**src/rtl/rnd2_pkg.sv**
```systemverilog
// Package rnd2_pkg
// Shared types and the shift-register step for the 2-bit symbol source.
// Assumes a Fibonacci register whose new MSB is the XOR of the tapped bits.
package rnd2_pkg;

    typedef enum logic [1:0] {
        ST_IDLE   = 2'd0,
        ST_SECOND = 2'd1,
        ST_HOLD   = 2'd2
    } rnd2_state_e;

    // One shift-register step: parity of the tapped bits enters at the MSB.
    function automatic logic [7:0] lfsr_step8(input logic [7:0] cur, input logic [7:0] taps);
        return {^(cur & taps), cur[7:1]};
    endfunction

endpackage

```
**src/rtl/rnd2_lfsr.sv**
```systemverilog
// Module rnd2_lfsr
// Holds the feedback shift register. It steps on request and reloads the
// seed on reset, on reseed, or if it ever finds itself in the all-zero state.
// Assumes SEED is neither all zeros nor all ones (both are fixed points).
module rnd2_lfsr #(
    parameter int          WIDTH = 8,
    parameter logic [7:0]  SEED  = 8'h5C,
    parameter logic [7:0]  TAPS  = 8'b1001_0001
) (
    input  logic             clk,
    input  logic             rst_n,
    input  logic             load_i,
    input  logic             step_i,
    output logic             bit_o,
    output logic [WIDTH-1:0] state_o
);
    import rnd2_pkg::*;

    localparam logic [WIDTH-1:0] ZERO = '0;

    logic [WIDTH-1:0] state_q;

    // Register update: seed load, zero guard, or one step.
    always_ff @(posedge clk) begin
        if (!rst_n || load_i) begin
            state_q <= SEED;
        end else if (state_q == ZERO) begin
            state_q <= SEED;
        end else if (step_i) begin
            state_q <= lfsr_step8(state_q, TAPS);
        end
    end

    assign bit_o   = state_q[0];
    assign state_o = state_q;

endmodule

```
**src/rtl/rnd2_ctrl.sv**
```systemverilog
// Module rnd2_ctrl
// Request/done sequencer. It pulls two serial bits from the shift register
// and packs them into a symbol, first bit in the MSB. It holds done until the
// request level drops. Assumes the register presents its output bit combinationally.
module rnd2_ctrl #(
    parameter int SYM_W = 2
) (
    input  logic             clk,
    input  logic             rst_n,
    input  logic             reseed_i,
    input  logic             req_i,
    input  logic             bit_i,
    output logic             step_o,
    output logic [SYM_W-1:0] sym_o,
    output logic             done_o
);
    import rnd2_pkg::*;

    rnd2_state_e state_q, state_d;
    logic        first_q;
    logic [SYM_W-1:0] sym_q;

    // Next state: start on a request, finish after the second bit, release on drop.
    always_comb begin
        state_d = state_q;
        unique case (state_q)
            ST_IDLE:   if (req_i) state_d = ST_SECOND;
            ST_SECOND: state_d = ST_HOLD;
            ST_HOLD:   if (!req_i) state_d = ST_IDLE;
            default:   state_d = ST_IDLE;
        endcase
        if (reseed_i) state_d = ST_IDLE;
    end

    // A step is taken on both bit-collecting cycles unless a reseed wins.
    assign step_o = !reseed_i && ((state_q == ST_IDLE && req_i) || state_q == ST_SECOND);

    // State, first-bit capture and symbol register.
    always_ff @(posedge clk) begin
        if (!rst_n) begin
            state_q <= ST_IDLE;
            first_q <= 1'b0;
            sym_q   <= '0;
        end else begin
            state_q <= state_d;
            if (reseed_i) begin
                sym_q <= '0;
            end else if (state_q == ST_IDLE && req_i) begin
                first_q <= bit_i;
            end else if (state_q == ST_SECOND) begin
                sym_q <= {first_q, bit_i};
            end
        end
    end

    assign sym_o  = sym_q;
    assign done_o = (state_q == ST_HOLD);

endmodule

```
**src/rtl/rnd2_source.sv**
```systemverilog
// Module rnd2_source (top)
// Handshaked source of 2-bit pseudo-random symbols built on an 8-bit
// Fibonacci register with taps at bits 0, 4 and 7. Assumes the consumer
// keeps the request high until done rises.
module rnd2_source #(
    parameter int         WIDTH = 8,
    parameter logic [7:0] SEED  = 8'h5C
) (
    input  logic       clk,
    input  logic       rst_n,
    input  logic       reseed_i,
    input  logic       req_i,
    output logic [1:0] sym_o,
    output logic       done_o
);
    localparam logic [7:0] TAPS  = 8'b1001_0001;
    localparam int         SYM_W = 2;

    logic             step;
    logic             lfsr_bit;
    logic [WIDTH-1:0] lfsr_q;

    rnd2_lfsr #(.WIDTH(WIDTH), .SEED(SEED), .TAPS(TAPS)) u_lfsr (
        .clk     (clk),
        .rst_n   (rst_n),
        .load_i  (reseed_i),
        .step_i  (step),
        .bit_o   (lfsr_bit),
        .state_o (lfsr_q)
    );

    rnd2_ctrl #(.SYM_W(SYM_W)) u_ctrl (
        .clk      (clk),
        .rst_n    (rst_n),
        .reseed_i (reseed_i),
        .req_i    (req_i),
        .bit_i    (lfsr_bit),
        .step_o   (step),
        .sym_o    (sym_o),
        .done_o   (done_o)
    );

endmodule

```
**config.mk**
```make
export PLATFORM = sky130hd
export DESIGN_NAME = rnd2_source
export DESIGN_NICKNAME = d
export VERILOG_FILES = /design/src/rtl/rnd2_pkg.sv /design/src/rtl/rnd2_lfsr.sv /design/src/rtl/rnd2_ctrl.sv /design/src/rtl/rnd2_source.sv
export SDC_FILE = /design/constraint.sdc
export NUM_CORES = 1
export LEC_CHECK = 0
export BUFFER_PORTS_ARGS = -buffer_cell sky130_fd_sc_hd__buf_2
export CAP_MARGIN = 15
export CELL_PAD_IN_SITES_DETAIL_PLACEMENT = 1
export CELL_PAD_IN_SITES_GLOBAL_PLACEMENT = 2
export CORE_MARGIN = 4
export CORE_UTILIZATION = 31
export DETAILED_ROUTE_END_ITERATION = 16
export PLACE_DENSITY = 0.83
export SYNTH_ARGS = -nofsm -noshare
export SYNTH_HDL_FRONTEND = slang
export SYNTH_SLANG_ARGS = --single-unit
```
**constraint.sdc**
```tcl
create_clock -name clk -period 1.6 [get_ports clk]
set_clock_uncertainty 0.1 [all_clocks]
set_input_delay 0.08 -clock clk [delete_from_list [all_inputs] [get_ports clk]]
set_output_delay 0.08 -clock clk [all_outputs]
set_load 0.01 [all_outputs]
```
# == After elaboration in Yosys (flattened, before gate mapping) ==
# Index checks and enable logic that the tools add are counted.
# classes
muxes,3
n_addsub,0
n_shift,0
order_cmp,0
n_eq_ne,4
mul,0
bitwise,3
div_mod_pow,0
reduce_logical,14
# op_table
op,n
8-bit logical NOT,1
8-bit XOR reduction,1
2-bit one-hot mux with 3 select lines,1
2-bit AND reduction,3
2-bit two-way mux,2
"2-bit inequality test, second input constant",2
2-bit OR reduction,2
1-bit inverter,3
"2-bit by 1-bit == test with 1-bit output, second input constant",1
"2-bit == test, second input constant",1
1-bit logical AND,2
1-bit logical NOT,2
2-bit logical NOT,1
1-bit logical OR,2
# totals
inputBits,4
rom_bits,0
ram_bits,0
n_memories,0
wordCells,28
reg_bits,13
latchBits,0
output_inout_bits,3

# == Logic depth before layout (Yosys ltp) ==
# Gate-level depths: netlist of the first run.
# logic_depth
depth_word,4
depth_mapped,4
ltp_nobuf,3

# == Cells and area by module ==
# From an unflattened synthesis of the first run, not the netlist that was laid out.
# unflattened
cells_unflattened,55
hier_area_um2,561.8
# modules_own_cells
mod,instances,cells_per_inst,area_each_um2,seq_area_each_um2
rnd2_lfsr,1,34,362.8,160.2
rnd2_ctrl,1,21,198.9,100.1

# == Least setup slack after synthesis of the first run ==
# No wires, ideal clock.
# synth_timing
path_type,reg2reg
from,register u_ctrl.state_q[1]
to,"register u_lfsr.state_q[7], in the netlist u_lfsr.state_o[7]"
path_stages_with_launch,5
synth_period_minus_slack_ns,1.442
arrival_time_ns,1.272
slack_ns,0.158
path_cell_list,dfxtp_1 or2_0 clkbuf_2 or4_1 a21boi_1
# synth_between
elab_chain_len,4
elab_cells_between_ends,5
classes_between,1 x eq/ne; 4 x reduce/logical
# synth_lines
element,line_no,rtl
"start, declared",rnd2_ctrl.sv:19,"rnd2_state_e state_q, state_d;"
"start signal, assigned",rnd2_ctrl.sv:45,state_q <= state_d;
2-bit logical NOT,rnd2_ctrl.sv:36,assign step_o = !reseed_i && ((state_q == ST_IDLE && req_i) || state_q == ST_SECOND);
1-bit logical AND,rnd2_ctrl.sv:36,
1-bit logical OR (*),rnd2_ctrl.sv:36,
1-bit logical AND (*),rnd2_ctrl.sv:36,
"end signal, assigned",rnd2_lfsr.sv:30,"state_q <= lfsr_step8(state_q, TAPS);"
"end, declared",rnd2_lfsr.sv:21,logic [WIDTH-1:0] state_q;
# Mark *: on every way between the ends. The rest lies on a longest branch, timed or not.
# A chain may end at the register's enable or synchronous reset.

# == Final worst setup path of the first run ==
# layout_timing
from,input req_i
to,register u_ctrl.first_q
# layout_between
elab_chain_len,2
# layout_lines
element,line_no,rtl
"start, declared",rnd2_source.sv:12,"input logic req_i,"
1-bit logical AND,rnd2_ctrl.sv:48,end else if (state_q == ST_IDLE && req_i) begin
2-bit AND reduction (no source line),n/a,
"end signal, assigned",rnd2_ctrl.sv:49,first_q <= bit_i;
"end, declared",rnd2_ctrl.sv:20,logic first_q;
# No other way between the ends.

==> impl_metrics.ini, run 1 <==
[timing]
slew_headroom_pct = 64.6
hold_viol_final = 0
fmax_mhz = 681
min_period_over_period_pct = 91.8
holdWs_ns = 0.0937
period_minus_slack_ns = 1.47
rsz0062_at_grt = false
setup_viol = 0
slew_viol_final = 0
finalSetupTns_ns = 0
worst_slew_pin_slew_ns = 0.524

[critical_path]
required_ns = 1.67
worst-path-max-fanout = 4
arrival_ns = 1.54
path_class = input port to register
start_kind = input port
cp-end-kind = register

[floorplanning]
fp.dieH_um = 49.5
dieArea_um2 = 2450
core_um2 = 1560
ios = 7
die_w_um = 49.5
num_rows = 14
initial_core_util_pct = 34.2

[pwr]
p_leak_nw = 0.240
pwr-share-seq_pct = 55.6
internal_power_w = 0.000455
p_switching_w = 0.000156
p_comb_share_pct = 10.1
ir_drop_uv = 569
power_frac_clock_pct = 34.3
swShare_pct = 25.5
power_density_nw_per_um2 = 961

[clock_tree]
cts-root-buf = clkbuf_4
clkSinkCount = 13
cts_tree = yes
cts.path.max_buffers = 2
numCtsBuffers = 3
cts.clk_slew.worst_paths_ns = 0.08
cts_setup_buffers = 0
clkLatencyLatePin_ns = 0.28
cts_htree_levels = 1

[drt]
wl_mm = 1.39
vias = 471
viasPerCell = 5.35
wl_per_cell_um = 15.8
dr.pass1.iters = 3
ant_nets = 0
first_iter_violations = 12
route.detailed.drc = 0

[synthesis]
synth.distinct_cells = 21
syn_area_um2 = 533
syn_inst = 60
synth.yosys.seq_area_share_pct = 48.8
synth_warnings = 0
synth_seq_cells = 13
syn_avg_cell_area_um2 = 8.88
syn_nets = 64

[global_routing]
grt_pass1_vias = 469
antenna_found_initial = 0
grt_usage_pct = 13.7
overflow = 0
grt_pass1_wl_mm = 2.36
grt_max_degree = 10

[final_layout]
num-nets-final = 77
area_growth_pct = 19.2
final_util_pct = 40.8
layout-drive-gt1-share_pct = 16.7
antenna_cells = 0

[placed_design]
dpl.hpwl_um = 862
place_congestion = 0.703
portBuffers = 6

[hold_path]
hold_class = input port to register

[job]
drv_cap = 0

[run_status]
status = finished, final reports clean
==> timing repair <==
action	CTS	global route
hold buffers	2	0
resized for setup	0	0
hold endpoints to repair	3	0
==> synth_stat cells <==
cell / number / share of area, %
o21ai_0: 7 / 6.6
clkbuf_1: 1 / 0.70
or4_1: 1 / 1.4
and2b_1: 1 / 1.4
dfxtp_1: 13 / 49
nor4_1: 2 / 2.3
mux2i_1: 3 / 5.6
nor2_1: 5 / 3.5
nand2b_1: 1 / 1.2
xnor2_1: 1 / 1.6
clkbuf_2: 1 / 0.94
o31ai_1: 1 / 1.4
or2_0: 1 / 1.2
a21boi_1: 1 / 1.4
a21oi_1: 4 / 3.8
nand3_1: 11 / 10
a21boi_0: 1 / 1.4
or2_2: 1 / 1.2
nor2b_1: 2 / 2.3
and2_1: 1 / 1.2
nor4b_1: 1 / 1.6
==> power by group through the flow <==
stage	logic, W	clock network (W)	registers [W]
6_report	0.0000617	0.000210	0.000340
3_3_place_gp	0.0000560	0	0.000347
5_1_grt	0.0000708	0.000232	0.000341
3_5_place_dp	0.0000567	0	0.000347
2_1_floorplan	0.0000385	0	0.000345
4_1_cts	0.0000613	0.000213	0.000340
==> metrics by stage <==
stage / total power [W] / cell area (µm²) / cells / setup slack [ns]
floorplan: 0.000383 / 533 / 60 / 0.158
global placement: 0.000403 / 589 / 82 / 0.255
detailed placement: 0.000404 / 589 / 82 / 0.218
CTS: 0.000614 / 636 / 88 / 0.208
global route: 0.000644 / 636 / 88 / 0.0611
finish: 0.000611 / 636 / 88 / 0.132
==> flip-flops by register name, summed over array words and instances, names as in the netlist <==
signal,flops
u_ctrl.state_q,2
u_ctrl.sym_o,2
u_ctrl.first_q,1
u_lfsr.state_o,8
==> routing by layer <==
layer | track usage, % | wire length, µm
met1 | 17.2 | 641
met2 | 20.1 | 653
met3 | 4.82 | 62
met4 | 8.29 | 29
met5 | 0 | 0
==> critical path: stages <==
cell and delay, ns:
dlygate4sd3_1 0.52, buf_2 0.12, nor4b_1 0.45, mux2i_1 0.28, nor2b_1 0.08
==> final timing paths <==
path	from	endpoint	slack, ns	cells past startpoint
setup / recovery	req_i	u_ctrl.first_q	0.13	5
hold / removal	reseed_i	u_ctrl.state_q[0]	0.09	3
setup reg to reg	u_ctrl.state_q[1]	u_ctrl.first_q	0.17	3
hold reg to reg	u_lfsr.state_o[6]	u_lfsr.state_o[5]	0.39	2
==> cells in the final DEF, fill, tap and decap left out, drive strengths merged, types with 2 or more instances in the layout <==
| cell type | instances |
|---|---|
| dfxtp | 13 |
| nand3 | 11 |
| buf | 8 |
| o21ai | 7 |
| nor2 | 5 |
| a21oi | 4 |
| clkbuf | 4 |
| mux2i | 3 |
| nor2b | 2 |
| nor4 | 2 |
| dlygate4sd3 | 2 |
| or2 | 2 |
| a21boi | 2 |
==> kinds of logic after synthesis <==
group | count (synthesis) | share of synthesized area [%]
xor gates and xnor gates | 1 | 1.64
and+or+nand+nor | 27 | 27.7
AOI/OAI and AO/OA | 14 | 14.6
DFF | 13 | 48.8
muxes | 3 | 5.63
buffers and inverters | 2 | 1.64
==> cell type report <==
cell class	count	area, µm²
timing repair buffer	10	65.1
sequential	13	260
fill	189	923
clock buffer	4	26.3
multi-input combinational	45	264
tap	16	20.0
(Power assumes the default switching activity.)
==> run 2: changes to the inputs <==
==> constraint.sdc (replaced) <==
create_clock -name clk -period 1.6 [get_ports clk]
set_clock_uncertainty 0.1 [all_clocks]
set_input_delay 0.16 -clock clk [delete_from_list [all_inputs] [get_ports clk]]
set_output_delay 0.16 -clock clk [all_outputs]
set_load 0.01 [all_outputs]
==> run 2 against run 1 <==
Effect of this change: via count up 4.5%; utilization down 0.32 points; worst setup slack better by 0.051 ns; register-to-register slack about the same; die area unchanged; non-clock buffer count unchanged; fmax up 3.6%; first-iteration DRC count down 100%; largest cell class unchanged.
==> impl_metrics.ini, run 2 (same netlist as run 1, synthesis figures left out) <==
[final_layout]
layout_commonest_cell = dfxtp_1
fillers = 202
layout_common_cells = 13 x dfxtp_1, 11 x nand3_1, 7 x o21ai_0
layout-drive-gt1-share_pct = 19.4
num-nets-final = 77
antenna_cells = 0
final_cells = 88
seq_area_um2 = 260
multi_input_area_um2 = 264
final_util_pct = 40.4
area_growth_pct = 18.3
largest_reg_flops = 8

[floorplanning]
initial_core_util_pct = 34.2
fp.dieH_um = 49.5
ios = 7
dieArea_um2 = 2450
core_um2 = 1560
die_w_um = 49.5
num_rows = 14

[timing]
period_minus_slack_ns = 1.42
slew_headroom_pct = 64.3
rsz0062_at_grt = false
setup_viol = 0
slew_viol_final = 0
fmax_mhz = 706
min_period_over_period_pct = 88.6
hold_viol_final = 0
worst_slew_pin_slew_ns = 0.528
finalSetupTns_ns = 0

[clock_tree]
cts_setup_buffers = 0
clkLatencyLatePin_ns = 0.27
cts_htree_levels = 1
cts_tree = yes
numCtsBuffers = 3
ctsHoldBuffers = 0
post_cts_resize_count = 0
cts.path.max_buffers = 2
cts-root-buf = clkbuf_4
cts.clk_slew.worst_paths_ns = 0.08
clkSinkCount = 13

[global_routing]
busiest_layer = met2
antenna_found_initial = 0
grt_usage_pct = 12.5
grtUsageMet3_pct = 3.01
grt_pass1_vias = 546
grt_max_degree = 10
overflow = 0
grtUsageMet1_pct = 14.9
met2_usage_pct = 20.3
grt_pass1_wl_mm = 2.33

[drt]
route.detailed.drc = 0
wl_per_cell_um = 14.8
vias = 492
wl_mm = 1.31
dr.pass1.iters = 1
ant_nets = 0
first_iter_violations = 0
viasPerCell = 5.59

[critical_path]
start_kind = register
required_ns = 1.70
cp-end-kind = register
arrival_ns = 1.52
worst-path-max-fanout = 5
path_class = register to register

[pwr]
ir_drop_uv = 415
p_leak_nw = 0.242
power_density_nw_per_um2 = 960

[placed_design]
dp_cells = 84
place_congestion = 0.730
dpl.hpwl_um = 989
portBuffers = 6

[hold_path]
hold_class = input port to register

[run_status]
status = finished, final reports clean

[job]
drv_cap = 0
[run 2: cell count changes in the layout (fill, tap and decap cells not counted), sizes merged]
cell / before / now
buf: 8 / 10
dlygate4sd3: 2 / 0
[run 2: stage by stage]
| stage | worst slack (ns) | area (µm²) | power, W | hold WS, ns |
|---|---|---|---|---|
| after floorplan | 0.158 | 533 | 0.000383 | 0.182 |
| after global placement | 0.253 | 604 | 0.000407 | 0.298 |
| after detailed placement | 0.193 | 604 | 0.000409 | 0.308 |
| after CTS | 0.171 | 631 | 0.000613 | 0.0223 |
| after global routing | 0.0807 | 631 | 0.000652 | 0.0196 |
| final | 0.183 | 631 | 0.000605 | 0.0263 |
[run 2: area by class of cell]
cell class,instances,share of cell area (%)
flip-flops and latches,13,41.3
repair buffers,10,9.52
clock buffers,4,4.17
well taps,16,3.17
multi-input cells,45,41.9
[run 2: where the power goes]
group	total, W	internal [W]	leakage, nW	switching [W]
Sequential	0.000340	0.000332	0.106	0.00000774
Combinational	0.0000614	0.0000265	0.122	0.0000349
Clock	0.000204	0.0000963	0.0150	0.000108
[run 2: final timing paths]
path | startpoint | endpoint | slack (ns) | depth (start not counted)
worst min register to register | u_lfsr.state_o[2] | u_lfsr.state_o[1] | 0.39 | 2
worst max-delay path | u_ctrl.state_q[1] | u_lfsr.state_o[7] | 0.18 | 3
worst min-delay path | rst_n | u_ctrl.state_q[0] | 0.03 | 2
worst max register to register | u_ctrl.state_q[1] | u_lfsr.state_o[7] | 0.18 | 3
[run 2: critical path: stages (launching register included)]
cell      delay [ns]
dfxtp_1         0.34
or2_0           0.25
or4_1           0.50
a21boi_1        0.16
[run 2: layer usage]
| layer | vias to the layer above | wire length [µm] |
|---|---|---|
| li1 | 241 | - |
| met1 | 241 | 618 |
| met2 | 8 | 623 |
| met3 | 2 | 45 |
| met4 | 0 | 19 |
| met5 | - | 0 |
